### config.mk
export PLATFORM = sky130hd
export DESIGN_NAME = esr_ctrl
export DESIGN_NICKNAME = d
export VERILOG_FILES = /design/src/rtl/esr_pkg.sv /design/src/rtl/esr_cmd_dec.sv /design/src/rtl/esr_susp_fsm.sv /design/src/rtl/esr_sector_map.sv /design/src/rtl/esr_ctrl.sv
export SDC_FILE = /design/constraint.sdc
export NUM_CORES = 1
export LEC_CHECK = 0
export BUFFER_PORTS_ARGS = -buffer_cell sky130_fd_sc_hd__buf_4
export CAP_MARGIN = 20
export CORE_ASPECT_RATIO = 0.7
export CORE_MARGIN = 3
export CORE_UTILIZATION = 40
export CTS_BUF_LIST = sky130_fd_sc_hd__clkbuf_4 sky130_fd_sc_hd__clkbuf_8
export DETAILED_ROUTE_END_ITERATION = 8
export HOLD_SLACK_MARGIN = 0.06
export SETUP_SLACK_MARGIN = 0.2
export SLEW_MARGIN = 25
export SYNTH_ARGS = -nofsm -noshare
export SYNTH_HDL_FRONTEND = slang
export SYNTH_HIERARCHICAL = 1
export SYNTH_SLANG_ARGS = --single-unit
export TNS_END_PERCENT = 1
### constraint.sdc
create_clock -name clk -period 2.37 [get_ports clk]
set_input_delay 0 -clock clk [delete_from_list [all_inputs] [get_ports clk]]
set_output_delay 0 -clock clk [all_outputs]
set_load 0.05 [all_outputs]
### src/rtl/esr_pkg.sv
package esr_pkg;
  typedef enum logic [1:0] {
    ENG_IDLE   = 2'd0,
    ENG_WINDOW = 2'd1,
    ENG_ERASE  = 2'd2,
    ENG_CHIP   = 2'd3
  } eng_state_e;

  typedef enum logic [1:0] {
    MODE_NORMAL     = 2'd0,
    MODE_PENDING    = 2'd1,
    MODE_SUSP_READ  = 2'd2,
    MODE_SUSP_PROG  = 2'd3
  } esr_mode_e;

  localparam logic [7:0] CMD_SUSPEND = 8'hB0;
  localparam logic [7:0] CMD_RESUME  = 8'h30;
endpackage

### src/rtl/esr_cmd_dec.sv
module esr_cmd_dec #(
  parameter int ADDR_W  = 16,
  parameter int BANK_W  = 2,
  parameter int BANK_ID = 1
) (
  input  logic              cmd_we,
  input  logic [7:0]        cmd_data,
  input  logic [ADDR_W-1:0] cmd_addr,
  output logic              sus_hit,
  output logic              res_hit
);
  import esr_pkg::*;

  logic [BANK_W-1:0] bank_sel;
  logic              in_bank;

  assign bank_sel = cmd_addr[ADDR_W-1 -: BANK_W];
  assign in_bank  = (bank_sel == BANK_W'(BANK_ID));
  assign sus_hit  = cmd_we && in_bank && (cmd_data == CMD_SUSPEND);
  assign res_hit  = cmd_we && in_bank && (cmd_data == CMD_RESUME);
endmodule

### src/rtl/esr_susp_fsm.sv
module esr_susp_fsm #(
  parameter int PROG_W   = 16,
  parameter int SUSP_LAT = 1000
) (
  input  logic              clk,
  input  logic              rst,
  input  logic              sus_hit,
  input  logic              res_hit,
  input  logic [1:0]        eng_state,
  input  logic [PROG_W-1:0] eng_progress,
  input  logic              prog_busy,
  output logic              susp_q,
  output logic              pend_q,
  output logic              res_go_q,
  output logic [PROG_W-1:0] saved_q
);
  import esr_pkg::*;

  localparam int CNT_W = (SUSP_LAT < 2) ? 1 : $clog2(SUSP_LAT);
  localparam logic [CNT_W-1:0] CNT_LAST = CNT_W'(SUSP_LAT - 1);

  logic [CNT_W-1:0] cnt_q;

  always_ff @(posedge clk) begin
    if (rst) begin
      susp_q   <= 1'b0;
      pend_q   <= 1'b0;
      res_go_q <= 1'b0;
      cnt_q    <= '0;
      saved_q  <= '0;
    end else begin
      res_go_q <= 1'b0;
      if (susp_q) begin
        if (res_hit && !prog_busy) begin
          susp_q   <= 1'b0;
          res_go_q <= 1'b1;
        end
      end else if (pend_q) begin
        if (eng_state != ENG_ERASE) begin
          pend_q <= 1'b0;
          cnt_q  <= '0;
        end else if (cnt_q == CNT_LAST) begin
          pend_q  <= 1'b0;
          susp_q  <= 1'b1;
          saved_q <= eng_progress;
          cnt_q   <= '0;
        end else begin
          cnt_q <= cnt_q + 1'b1;
        end
      end else if (sus_hit && !prog_busy) begin
        if (eng_state == ENG_WINDOW) begin
          susp_q  <= 1'b1;
          saved_q <= eng_progress;
        end else if (eng_state == ENG_ERASE) begin
          pend_q <= 1'b1;
          cnt_q  <= '0;
        end
      end
    end
  end
endmodule

### src/rtl/esr_sector_map.sv
module esr_sector_map #(
  parameter int ADDR_W  = 16,
  parameter int BANK_W  = 2,
  parameter int SEC_W   = 6,
  parameter int BANK_ID = 1
) (
  input  logic              clk,
  input  logic              rst,
  input  logic              erase_done,
  input  logic              mark_set,
  input  logic [ADDR_W-1:0] mark_addr,
  input  logic              erase_live,
  input  logic              suspended,
  input  logic              prog_busy,
  input  logic              pgm_req,
  input  logic [ADDR_W-1:0] pgm_addr,
  input  logic [ADDR_W-1:0] rd_addr,
  output logic              rd_status,
  output logic              pgm_go
);
  localparam int NSEC = 1 << SEC_W;

  logic [NSEC-1:0]   mark_q;
  logic [SEC_W-1:0]  mark_idx;
  logic [SEC_W-1:0]  rd_idx;
  logic [SEC_W-1:0]  pgm_idx;
  logic              pgm_in_bank;

  assign mark_idx    = mark_addr[ADDR_W-1 -: SEC_W];
  assign rd_idx      = rd_addr[ADDR_W-1 -: SEC_W];
  assign pgm_idx     = pgm_addr[ADDR_W-1 -: SEC_W];
  assign pgm_in_bank = (pgm_addr[ADDR_W-1 -: BANK_W] == BANK_W'(BANK_ID));

  for (genvar s = 0; s < NSEC; s++) begin : g_mark
    always_ff @(posedge clk) begin
      if (rst || erase_done) begin
        mark_q[s] <= 1'b0;
      end else if (mark_set && (mark_idx == SEC_W'(s))) begin
        mark_q[s] <= 1'b1;
      end
    end
  end

  always_ff @(posedge clk) begin
    if (rst) begin
      rd_status <= 1'b0;
      pgm_go    <= 1'b0;
    end else begin
      rd_status <= erase_live && mark_q[rd_idx];
      pgm_go    <= pgm_req && suspended && !prog_busy && pgm_in_bank
                   && !mark_q[pgm_idx];
    end
  end
endmodule

### src/rtl/esr_ctrl.sv
module esr_ctrl #(
  parameter int ADDR_W   = 16,
  parameter int BANK_W   = 2,
  parameter int SEC_W    = 6,
  parameter int BANK_ID  = 1,
  parameter int PROG_W   = 16,
  parameter int SUSP_LAT = 1000
) (
  input  logic              clk,
  input  logic              rst,
  input  logic              cmd_we,
  input  logic [7:0]        cmd_data,
  input  logic [ADDR_W-1:0] cmd_addr,
  input  logic [1:0]        eng_state,
  input  logic [PROG_W-1:0] eng_progress,
  input  logic              erase_done,
  input  logic              mark_set,
  input  logic [ADDR_W-1:0] mark_addr,
  input  logic              prog_busy,
  input  logic              pgm_req,
  input  logic [ADDR_W-1:0] pgm_addr,
  input  logic [ADDR_W-1:0] rd_addr,
  output logic              susp_req,
  output logic              suspended,
  output logic              resume_go,
  output logic [PROG_W-1:0] resume_cnt,
  output logic [1:0]        mode,
  output logic              rd_status,
  output logic              pgm_go
);
  import esr_pkg::*;

  logic sus_hit, res_hit;
  logic susp_q, pend_q;
  logic erase_live;
  esr_mode_e mode_w;

  esr_cmd_dec #(.ADDR_W(ADDR_W), .BANK_W(BANK_W), .BANK_ID(BANK_ID)) u_dec (
    .cmd_we  (cmd_we),
    .cmd_data(cmd_data),
    .cmd_addr(cmd_addr),
    .sus_hit (sus_hit),
    .res_hit (res_hit)
  );

  esr_susp_fsm #(.PROG_W(PROG_W), .SUSP_LAT(SUSP_LAT)) u_fsm (
    .clk         (clk),
    .rst         (rst),
    .sus_hit     (sus_hit),
    .res_hit     (res_hit),
    .eng_state   (eng_state),
    .eng_progress(eng_progress),
    .prog_busy   (prog_busy),
    .susp_q      (susp_q),
    .pend_q      (pend_q),
    .res_go_q    (resume_go),
    .saved_q     (resume_cnt)
  );

  assign erase_live = (eng_state == ENG_WINDOW) || (eng_state == ENG_ERASE) || susp_q;

  esr_sector_map #(.ADDR_W(ADDR_W), .BANK_W(BANK_W), .SEC_W(SEC_W), .BANK_ID(BANK_ID)) u_map (
    .clk       (clk),
    .rst       (rst),
    .erase_done(erase_done),
    .mark_set  (mark_set),
    .mark_addr (mark_addr),
    .erase_live(erase_live),
    .suspended (susp_q),
    .prog_busy (prog_busy),
    .pgm_req   (pgm_req),
    .pgm_addr  (pgm_addr),
    .rd_addr   (rd_addr),
    .rd_status (rd_status),
    .pgm_go    (pgm_go)
  );

  always_comb begin
    if (susp_q)      mode_w = prog_busy ? MODE_SUSP_PROG : MODE_SUSP_READ;
    else if (pend_q) mode_w = MODE_PENDING;
    else             mode_w = MODE_NORMAL;
  end

  assign mode      = mode_w;
  assign suspended = susp_q;
  assign susp_req  = susp_q || pend_q;
endmodule

### Yosys cells after proc, flatten, opt, wreduce, memory -nomap -nowiden

Cells that the tools add are included.

| cells by class | value |
|---|---|
| add/subtract/negate cells | 1 |
| order comparisons | 2 |
| equality and inequality tests | 74 |
| multiplexer cells | 32 |
| bitwise logic cells | 1 |
| reductions and logical operators | 87 |

Operators by type and width:

| cell | number |
|---|---|
| $eq 6x6->1 const B | 32 |
| $eq 6x5->1 const B | 16 |
| $mux 16 | 5 |
| $logic_and 1x1->1 | 74 |
| $mux 10 | 6 |
| $eq 6x4->1 const B | 8 |
| $eq 6x3->1 const B | 4 |
| $mux 1 | 18 |
| $lt 6x7->1 const B | 2 |
| $bmux 1 s6 | 2 |
| $eq 6x2->1 const B | 2 |
| $add 10x1->10 const B | 1 |
| $eq 10x10->1 const B | 1 |
| $eq 8x6->1 const B | 1 |
| $eq 8x8->1 const B | 1 |
| $eq 2x1->1 const B | 3 |
| $eq 6x1->1 const B | 1 |
| $logic_not 6->1 | 1 |
| $ne 2x2->1 const B | 3 |
| $reduce_bool 2->1 | 3 |
| $reduce_and 5->1 | 1 |
| $logic_or 1x1->1 | 4 |
| $reduce_and 4->1 | 1 |
| $eq 2x2->1 const B | 1 |
| 5 further kinds | 6 |

| word-level totals | value |
|---|---|
| register bits after elaboration | 95 |
| input bits | 97 |
| output and inout bits | 23 |
| word-level logic and storage cells | 268 |

### Longest topological paths before layout

Gate-level depths: netlist of the first run.

| logic depth | value |
|---|---|
| depth after elaboration | 7 |
| gate-level depth with buffers | 7 |

### Cells and area by module

Netlist of the first run, hierarchy kept.

Modules (own cells, without submodules):

| module | times used | cells each | area each (um^2) |
|---|---|---|---|
| esr_sector_map | 1 | 285 | 2768.9 |
| esr_susp_fsm | 1 | 145 | 1325.0 |
| esr_cmd_dec | 1 | 6 | 45.0 |
| esr_ctrl | 1 | 5 | 43.8 |

### Least setup slack after synthesis of the first run

OpenSTA, ideal clock, no wires.

| timing | value |
|---|---|
| kind | input -> register |
| from | in cmd_data[0] |
| to | reg u_fsm.cnt_q[9] |
| setup time | 0.073 ns |
| arrival | 2.042 ns |
| data required time | 2.297 ns |
| path slack | 0.255 ns |
| stages on the path | 7 |
| buffers on the path | 1 |
| cells stage by stage | or4b_1 > nor3_1 > nor4bb_1 > clkbuf_2 > o211ai_1 > or4_2 > a21oi_1 |

| between the ends | value |
|---|---|
| longest elaborated chain between the ends | 5 |

RTL lines:

| item | line | text |
|---|---|---|
| from (decl) | esr_ctrl.sv:12 | `input logic [7:0] cmd_data,` |
| $eq 8x8->1 | esr_cmd_dec.sv:19 | `assign sus_hit = cmd_we && in_bank && (cmd_data == CMD_SUSPEND);` |
| $logic_and 1x1->1 | esr_cmd_dec.sv:19 |  |
| named net sus_hit | esr_ctrl.sv:33 | `logic sus_hit, res_hit;` |
| $logic_and 1x1->1 | esr_susp_fsm.sv:50 | `end else if (sus_hit && !prog_busy) begin` |
| $reduce_bool 2->1 (no line) | n/a |  |
| $reduce_and 4->1 (no line) | n/a |  |
| to (signal assigned) | esr_susp_fsm.sv:48 | `cnt_q <= cnt_q + 1'b1;` |
| to (decl) | esr_susp_fsm.sv:22 | `logic [CNT_W-1:0] cnt_q;` |

The timed path passes the listed nets, and every way through them passes these cells.
A chain may end at the register's enable or synchronous reset.

### Worst setup path after layout of the first run

| timing | value |
|---|---|
| from | reg u_map.mark_q[54] |
| to | reg u_map.rd_status |

| between the ends | value |
|---|---|
| longest elaborated chain between the ends | 3 |

RTL lines:

| item | line | text |
|---|---|---|
| from (decl) | esr_sector_map.sv:23 | `logic [NSEC-1:0] mark_q;` |
| from (signal, indexed assignment) | esr_sector_map.sv:37 | `mark_q[s] <= 1'b0;` |
| from (signal, indexed assignment) | esr_sector_map.sv:39 | `mark_q[s] <= 1'b1;` |
| $bmux 1 s6 | esr_sector_map.sv:49 | `rd_status <= erase_live && mark_q[rd_idx];` |
| $mux 1 (implied by the code) | esr_sector_map.sv:49 |  |
| $logic_and 1x1->1 | esr_sector_map.sv:49 |  |
| to (signal assigned) | esr_sector_map.sv:49 |  |
| to (decl) | esr_sector_map.sv:18 | `output logic rd_status,` |

No other way between the ends. The select of a mux whose other input is x is not followed.

==> results of run 1 <==
cell families after synthesis:
group | after synthesis
AOI/OAI and AO/OA | 87
muxes | 49
DFF | 95
buffers and inverters | 31
adders and majority gates | 1
and+or+nand+nor | 170
xor gates and xnor gates | 8
worst max-delay path by stage:
stage	cells past startpoint	startpoint	slack, ns	endpoint
3_5_place_dp	8	cmd_addr[15]	-0.06	u_fsm/cnt_q[9]
2_1_floorplan	7	cmd_data[0]	0.26	u_fsm/cnt_q[9]
6_report	6	u_map/mark_q[54]	0.32	u_map/rd_status
5_1_grt	6	u_map/mark_q[54]	0.23	u_map/rd_status
4_1_cts	6	u_map/mark_q[54]	0.31	u_map/rd_status
3_3_place_gp	8	cmd_data[0]	-0.04	u_fsm/cnt_q[9]
synthesized netlist by cell type (all sizes together) (5+ instances only):
cell,number,share of area (%)
nor2,85,7.6
dfxtp,95,45
buf,11,1.7
xor2,7,1.5
mux4,21,12
a21oi,69,8.3
clkbuf,16,1.5
o21ai,5,0.60
nand2,40,3.6
mux2i,27,6.5
nor3,9,1.1
nand2b,6,0.90
power breakdown:
part	switching (uW)	internal, uW	leakage [uW]
combinational	133	131	0.00121
clock	607	404	0.0000969
sequential	1.77	1600	0.000765
final cells by class:
type	count	area (sq um)
clock buffers	9	124
clock inverters	7	60.1
inverters	4	15.0
flip-flops and latches	95	1900
multi-input cells	315	2140
well taps	128	160
repair buffers	117	968
fillers	906	4570
worst max-delay path, cell delays in order (launching register included):
cell           delay [ns]
dfxtp_1              0.32
mux4_2               0.49
mux2i_1              0.19
o211ai_1             0.13
mux2i_1              0.16
o22ai_1              0.09
dlygate4sd3_1        0.57
timing repair:
action / CTS / global route
setup endpoints to repair: 0 / 1
endpoints found under the hold margin: 31 / 0
hold buffers: 31 / 0
gates resized for setup: 0 / 1
placed cells by master (no fill, tap or decap), drive strengths merged, types with 21 or more instances in the layout:
cell          n
nor2         85
nand2        40
a21oi        69
dfxtp        95
dlygate4sd3  31
buf          86
mux2i        27
mux4         21
routing by layer:
layer / GRT usage (%) / part of all wire [%] / vias up
met3: 4.41 / 7.2 / 9
li1: - / - / 1758
met1: 28.5 / 48 / 1694
met2: 28.6 / 44 / 94
met4: 4.95 / 0.88 / 0
met5: 0 / 0 / -
sequential cells by signal, summed over array words and instances, names as in the netlist:
register         count
u_map/pgm_go         1
u_fsm/cnt_q         10
u_fsm/susp_q         1
u_map/mark_q        64
u_fsm/res_go_q       1
u_fsm/saved_q       16
u_fsm/pend_q         1
u_map/rd_status      1
metrics by stage:
stage	area, sq um	hold slack (ns)	total power, uW	std cells
after floorplan	4180	0.0714	1750	441
after global placement	4870	0.225	1860	628
after detailed placement	4870	0.230	1860	628
after CTS	5370	0.0700	2920	675
after global routing	5370	0.104	3000	675
final	5370	0.0931	2870	675
==> impl_metrics.json, run 1 <==
{
  "finish.utilization_pct": 54.0,
  "die_area_sq_mm": 0.0117,
  "h-tree-depth": 3,
  "r2r_setup_slack_ns": 0.32,
  "grt_pass1_wl_um": 18100,
  "die_x_um": 128,
  "area_delta_synth_final_pct": 28.4,
  "netlist_instances": 441,
  "worstPathRequired_ns": 2.63,
  "hold_start": "cmd_data[7]",
  "gp_congestion": 0.782,
  "cp-end-kind": "flip-flop",
  "synth_cell_type_count": 54,
  "clock_skew_ns": 0.00827,
  "die_h_um": 91.6,
  "tritoncts": "done",
  "routedWlPerCell_um": 16.3,
  "post-cts-setup-buffers": 0,
  "slew_headroom_pct": 46.4,
  "worstRegToRegCells": 6,
  "p_leak_uw": 0.00207,
  "via_per_inst": 5.27,
  "ir_worst_vdd_uv": 240,
  "fmax_mhz": 487,
  "nNetsFinal": 640,
  "cts_root_buffer": "clkbuf_8",
  "grt_pass1_vias": 3572,
  "drv_slew": 0,
  "hp-class": "primary input to flip-flop",
  "synth_area_per_cell_sq_um": 9.48,
  "setup_tns_ns": 0,
  "yosysWarningCount": 6,
  "cts_buffers": 9,
  "rr_startpoint": "u_map/mark_q[54]",
  "io_buffer_count": 75,
  "period_share_pct": 86.7,
  "initialDrtViolationCount": 212,
  "antenna_found_initial": 0,
  "ant_nets": 0,
  "arrival_ns": 2.31,
  "clk_pin_slew_ns": 0.09,
  "rows": 30,
  "vias": 3555,
  "r2r-end": "u_map/rd_status",
  "path_class": "flip-flop to flip-flop",
  "grt_overflow": 0,
  "synth-seq-cells": 95,
  "rsz0062_at_grt": "false",
  "dp_slack_ns": -0.0622,
  "synth-xor-area-share_pct": 1.68,
  "cap_violations": 0,
  "synthMuxAreaShare_pct": 18.5,
  "synth_edf_count": 0,
  "synthesis.area_sq_mm": 0.00418,
  "grtUsageTotal_pct": 19.4,
  "fin_ws_ns": 0.316,
  "diodes": 0,
  "synth_compound_area_share_pct": 11.7,
  "ys_seq_area_share_pct": 45.5,
  "grt_max_degree": 65,
  "period_needed_ns": 2.05,
  "synth_top_family_by_area": "simple AND/OR/NAND/NOR gates",
  "powerDensity_mw_per_mm2": 535,
  "io_pins": 120,
  "worst_pin_slew_ns": 0.798,
  "synth_flop_cell": "dfxtp_1",
  "synth_fa_ha_area_share_pct": 0.299,
  "clock_latency_ns": 0.37,
  "drc": 0,
  "setup_viol_count_final": 0,
  "hold-path-endpoint": "u_fsm/res_go_q",
  "start_util_pct": 42.1,
  "hold-path-cell-count": 4,
  "hold_viol": 0,
  "clock-sinks": 95,
  "path_max_fanout": 2,
  "coreArea_sq_mm": 0.00995,
  "syn_nets": 539,
  "drt_wl_total_um": 11000,
  "synth-simple-area-share_pct": 18.8,
  "status": "finished, final reports clean",
  "dp.final_hpwl_um": 7670,
  "async_reset_ff_share_pct": 0,
  "drive_gt1_share_pct": 24.3,
  "startpoint_type": "flip-flop",
  "clock_path_buffers": 2,
  "dr.pass1.iters": 5
}
Power figures use the tool's default switching activity.
==> run 2: changes to the inputs <==
ABC_AREA = 1   (was default)
==> run 2 against run 1 <==
Maximum frequency increased by 15%. Sequential share of layout area decreased by 1.5 points. Area after synthesis increased by 9.5%. Highest routed layer unchanged. Largest power group unchanged. Via count increased by 27%. Design area increased by 4.5%. Flip-flop and latch count unchanged. Power increased by 5.2%. First-iteration DRC count increased by 100%. Final cell count increased by 34%. Combinational power increased by 23%. Worst setup slack improved by 0.27 ns.
==> impl_metrics.json, run 2 <==
{
  "clock_skew_ns": 0.0103,
  "hold-path-cell-count": 4,
  "max_flop_register": "u_map/mark_q",
  "fin_cells": 904,
  "cts_buffers": 9,
  "grtUsageTotal_pct": 19.8,
  "die_x_um": 134,
  "tritoncts": "done",
  "dp_slack_ns": 0.676,
  "fin_ws_ns": 0.586,
  "coreArea_sq_mm": 0.0111,
  "slew_headroom_pct": 46.2,
  "hold_ws_ns": 0.0978,
  "routedWlPerCell_um": 14.1,
  "synth_most_common_cell": "nand2_1",
  "synthTopCellsByArea": "dfxtp_1 (42%), nand2_1 (12%), a21oi_1 (9.7%)",
  "hold_viol": 0,
  "start_util_pct": 41.3,
  "ys_seq_area_share_pct": 41.5,
  "syn_nets": 758,
  "die_h_um": 95.5,
  "status": "finished, final reports clean",
  "cp-end-kind": "flip-flop",
  "grt_pass1_wl_um": 20100,
  "ys_top_cells_by_count": "nand2_1 (147), nor2_1 (118), dfxtp_1 (95)",
  "diodes": 0,
  "fmax_mhz": 561,
  "io_pins": 120,
  "finish.utilization_pct": 50.6,
  "path_class": "flip-flop to flip-flop",
  "gp_congestion": 0.905,
  "yosysWarningCount": 6,
  "drive_gt1_share_pct": 16.1,
  "arrival_ns": 2.04,
  "antenna_found_initial": 0,
  "startpoint_type": "flip-flop",
  "period_share_pct": 75.3,
  "synthesis.area_sq_mm": 0.00458,
  "synth_area_leader_cell": "dfxtp_1",
  "ant_nets": 0,
  "cts_root_buffer": "clkbuf_8",
  "synth_cell_type_count": 33,
  "clk_pin_slew_ns": 0.09,
  "clock_path_buffers": 2,
  "setup_viol_count_final": 0,
  "grt_overflow": 0,
  "die_area_sq_mm": 0.0128,
  "layout_commonest_cell": "nand2_1",
  "synth_area_per_cell_sq_um": 6.94,
  "area_delta_synth_final_pct": 22.6,
  "drv_slew": 0,
  "drc": 0,
  "dp.final_hpwl_um": 8480,
  "netlist_instances": 660,
  "async_reset_ff_share_pct": 0,
  "initialDrtViolationCount": 430,
  "cap_violations": 0,
  "via_per_inst": 5.01,
  "p_leak_uw": 0.00226,
  "vias": 4529,
  "drt_wl_total_um": 12700,
  "h-tree-depth": 3,
  "nNetsFinal": 844,
  "clock_latency_ns": 0.36,
  "ir_worst_vdd_uv": 237,
  "synth.top_cell.area_share_pct": 41.5,
  "synth_flop_cell": "dfxtp_1",
  "path_max_fanout": 33,
  "worstPathRequired_ns": 2.63,
  "synth-seq-cells": 95,
  "placed_cells": 861,
  "io_buffer_count": 75,
  "setup_tns_ns": 0,
  "synth_edf_count": 0,
  "grt_pass1_vias": 4100,
  "dr.pass1.iters": 5,
  "clock-sinks": 95,
  "largest_reg_flops": 64,
  "rsz0062_at_grt": "false",
  "worst_pin_slew_ns": 0.804,
  "post-cts-setup-buffers": 0,
  "powerDensity_mw_per_mm2": 539,
  "top_regs": "u_map/mark_q x64, u_fsm/saved_q x16, u_fsm/cnt_q x10",
  "worstRegToRegCells": 8,
  "most-common-layout-cells": "nand2_1 (147), nor2_1 (118), dfxtp_1 (94)",
  "rows": 32,
  "period_needed_ns": 1.78,
  "hp-class": "primary input to flip-flop",
  "grt_max_degree": 36
}
[run 2: cell type report]
cell class | instances | area, sq um
fillers | 1131 | 5480
multi-input cells | 482 | 2250
flip-flops and latches | 95 | 1900
repair buffers | 106 | 863
inverters | 52 | 200
well taps | 153 | 191
clock buffers | 11 | 151
clock inverters | 5 | 56.3
[run 2: layer usage]
metal  track usage (%)  vias up  routed length, um
met5                 0        -                  0
met4              5.14        0                123
met3              3.64       10                624
met2              32.1      113               6010
met1              27.3     2102               5990
li1                  -     2304                  -
[run 2: cells by family after synthesis]
group	synth area share, %
buffers and inverters	9.37
AND/OR/NAND/NOR	36.1
flip-flops	41.5
AO/OA/AOI/OAI	12.3
XOR/XNOR	0.383
adder cells (fa/ha/maj)	0.273
[run 2: power breakdown]
part / leakage (uW) / switching [uW] / total (uW) / internal [uW]
Sequential: 0.000766 / 1.78 / 1600 / 1600
Clock: 0.000105 / 557 / 1100 / 544
Combinational: 0.00138 / 189 / 325 / 136
Total: 0.00226 / 748 / 3030 / 2280
[run 2: final timing paths]
check	from	endpoint	slack (ns)
worst min register to register	u_map/mark_q[49]	u_map/mark_q[49]	0.47
worst min-delay path	mark_addr[14]	u_map/mark_q[41]	0.1
worst max register to register	u_fsm/cnt_q[0]	u_fsm/saved_q[2]	0.59
worst max-delay path	u_fsm/cnt_q[0]	u_fsm/saved_q[2]	0.59
[run 2: worst max-delay path: stages, from the launching register on]
cell and delay (ns):
dfxtp_1 0.39, ha_1 0.19, nand2_1 0.11, inv_1 0.09, nand3_1 0.12, nand2_2 0.50, nand3b_1 0.14, nand2_1 0.08
nor2_1 0.06
[run 2: through the flow]
step	area [sq um]	total power (uW)
2_1_floorplan	4580	1810
3_3_place_gp	5130	1920
3_5_place_dp	5130	1920
4_1_cts	5620	3060
5_1_grt	5610	3160
6_report	5610	3030
[run 2: repair_timing]
item	CTS	global route
hold buffers	28	0
setup endpoints to repair	0	1
endpoints found under the hold margin	31	0
gates resized for setup	0	1
==> run 3: changes to the inputs <==
ABC_AREA = 0   (was 1)
clock period = 1.7 ns   (was 2.37 ns; I/O delays follow)
==> run 3 against run 2 <==
The run now ends with setup timing left. Sequential share of layout area shrank 0.14 points. Power grew 46%. Worst hold slack lost 0.018 ns. Core utilization grew 6.4 points. First-iteration DRC count shrank 39%. Global-route usage shrank 0.23 points. Clock power grew 62%. Final cell count shrank 23%. Critical endpoint is now u_fsm/saved_q[11].
==> impl_metrics.json, run 3 (synthesized netlist as in run 1, its figures left out) <==
{
  "dp.final_hpwl_um": 8120,
  "path_class": "flip-flop to flip-flop",
  "cap_violations": 0,
  "start_util_pct": 42.1,
  "grt_pass1_vias": 3559,
  "top_regs": "u_map/mark_q x64, u_fsm/saved_q x16, u_fsm/cnt_q x10",
  "hp-class": "primary input to flip-flop",
  "slowest_stage": "or4b_4",
  "cts_root_buffer": "clkbuf_8",
  "powerDensity_mw_per_mm2": 776,
  "slew_headroom_pct": 47.3,
  "status": "complete, but fails checks",
  "area_delta_synth_final_pct": 35.7,
  "worstRegToRegCells": 6,
  "largest_reg_flops": 64,
  "max_flop_register": "u_map/mark_q",
  "grt_max_degree": 29,
  "drive_gt1_share_pct": 31.1,
  "grtUsageTotal_pct": 19.5,
  "dr.pass1.iters": 5,
  "fin_cells": 694,
  "post-cts-setup-buffers": 0,
  "clock-sinks": 95,
  "grt_overflow": 0,
  "die_area_sq_mm": 0.0117,
  "hold_ws_ns": 0.0797,
  "antenna_found_initial": 0,
  "critical-path-max-stage-delay_ns": 0.51,
  "initialDrtViolationCount": 262,
  "path_max_fanout": 13,
  "cp.buffers_inverters": 1,
  "drc": 0,
  "clock_skew_ns": 0.00843,
  "r2r_setup_slack_ns": -0.20,
  "die_h_um": 91.6,
  "critPathLaunch": "u_fsm/cnt_q[1]",
  "ant_nets": 0,
  "drv_slew": 0,
  "period_needed_ns": 1.90,
  "startpoint_type": "flip-flop",
  "hold_start": "rd_addr[13]",
  "die_x_um": 128,
  "rsz0062_at_grt": "true",
  "cts_buffers": 9,
  "io_buffer_count": 75,
  "layout_commonest_cell": "buf_4",
  "worst_pin_slew_ns": 0.785,
  "hold-path-cell-count": 3,
  "combPwrFrac_pct": 8.9,
  "gp_congestion": 0.778,
  "nNetsFinal": 660,
  "p_seq_share_pct": 50.6,
  "clk_pin_slew_ns": 0.09,
  "rr_startpoint": "u_fsm/cnt_q[1]",
  "clock_latency_ns": 0.36,
  "p_switching_uw": 965,
  "coreArea_sq_mm": 0.00995,
  "setup_viol_count_final": 27,
  "via_per_inst": 5.30,
  "arrival_ns": 2.19,
  "fmax_mhz": 526,
  "cp_cell_sequence": "ha_4 > nand2_2 > or4b_4 > a221oi_4 > buf_12 > mux2i_1",
  "clock_path_buffers": 2,
  "switching_share_pct": 21.9,
  "fin_ws_ns": -0.201,
  "internal_power_uw": 3440,
  "hold-path-endpoint": "u_map/rd_status",
  "vias": 3679,
  "period_share_pct": 112,
  "ir_worst_vdd_uv": 402,
  "path_delay_family": "simple AND/OR/NAND/NOR gates",
  "violations": "setup timing",
  "worstPathRequired_ns": 1.99,
  "h-tree-depth": 3,
  "drt_wl_total_um": 11300,
  "p_total_uw": 4400,
  "tritoncts": "done",
  "r2r-end": "u_fsm/saved_q[11]",
  "grt_pass1_wl_um": 18100,
  "placed_cells": 649,
  "routedWlPerCell_um": 16.3,
  "p_leak_uw": 0.00218,
  "clkPwrFrac_pct": 40.4,
  "most-common-layout-cells": "buf_4 (103), nor2_1 (84), dfxtp_1 (84)",
  "rows": 30,
  "hold_viol": 0,
  "io_pins": 120,
  "diodes": 0,
  "cp-end-kind": "flip-flop"
}
-- run 3: cell count changes in the layout (fill, tap and decap cells not counted), sizes merged, moves of 4 or more --
cell / change
nand2: -110
nand3: -59
inv: -47
nor2: -38
buf: +28
mux2i: +27
a21oi: -22
mux4: +21
nand3b: -15
o21ai: -7
nand2b: +6
nand4: -6
xor2: +5
and3: +4
-- run 3: worst register-to-register path: stages (launching register included) --
cell and delay, ns:
dfxtp_2 0.36, ha_4 0.14, nand2_2 0.05, or4b_4 0.51
a221oi_4 0.37, buf_12 0.20, mux2i_1 0.20
-- run 3: metal layers --
| metal | wire, um | global-route usage (%) | up-vias |
|---|---|---|---|
| li1 | - | - | 1799 |
| met2 | 4900 | 28.9 | 117 |
| met1 | 5590 | 28.5 | 1753 |
| met3 | 713 | 4.76 | 10 |
| met4 | 114 | 4.68 | 0 |
| met5 | 0 | 0 | - |
-- run 3: power by group through the flow --
| stage | sequential (uW) | combinational [uW] | clock, uW |
|---|---|---|---|
| after floorplan | 2280 | 155 | 0 |
| after global placement | 2280 | 323 | 0 |
| after detailed placement | 2280 | 330 | 0 |
| after CTS | 2230 | 386 | 1840 |
| after global routing | 2230 | 428 | 1920 |
| final | 2230 | 394 | 1780 |
-- run 3: what timing repair did --
item	in CTS	in global routing
cloned	0	0
hold endpoints to repair	24	1
endpoints found under the setup margin	30	32
resized for setup	15	7
hold buffers	29	1
pin swaps	2	2
-- run 3: cell type report --
type                            count  area [sq um]
Inverter                            4          15.0
Tap cell                          128           160
Timing Repair Buffer              137          1140
Clock inverter                      5           106
Clock buffer                       10           138
Fill cell                         865          4270
Multi-Input combinational cell    315          2190
Sequential cell                    95          1920
-- run 3: worst max path at each step --
| stage | to | slack [ns] | depth (start not counted) |
|---|---|---|---|
| floorplan | u_fsm/cnt_q[9] | -0.16 | 7 |
| global placement | u_fsm/cnt_q[9] | -0.39 | 8 |
| finish | u_fsm/saved_q[11] | -0.20 | 6 |
| global route | u_fsm/saved_q[4] | -0.31 | 6 |
| CTS | u_fsm/saved_q[2] | -0.19 | 6 |
| detailed placement | u_fsm/cnt_q[9] | -0.37 | 8 |
-- run 3: through the flow --
step | utilization, % | setup WS, ns | setup TNS (ns) | area, sq um
6_report | 57.0 | -0.201 | -3.61 | 5670
5_1_grt | 57.0 | -0.307 | -5.80 | 5670
4_1_cts | 56.6 | -0.192 | -3.47 | 5630
3_5_place_dp | 51.0 | -0.371 | -5.98 | 5070
3_3_place_gp | 51.0 | -0.391 | -6.26 | 5070
2_1_floorplan | - | -0.160 | -3.01 | 4200
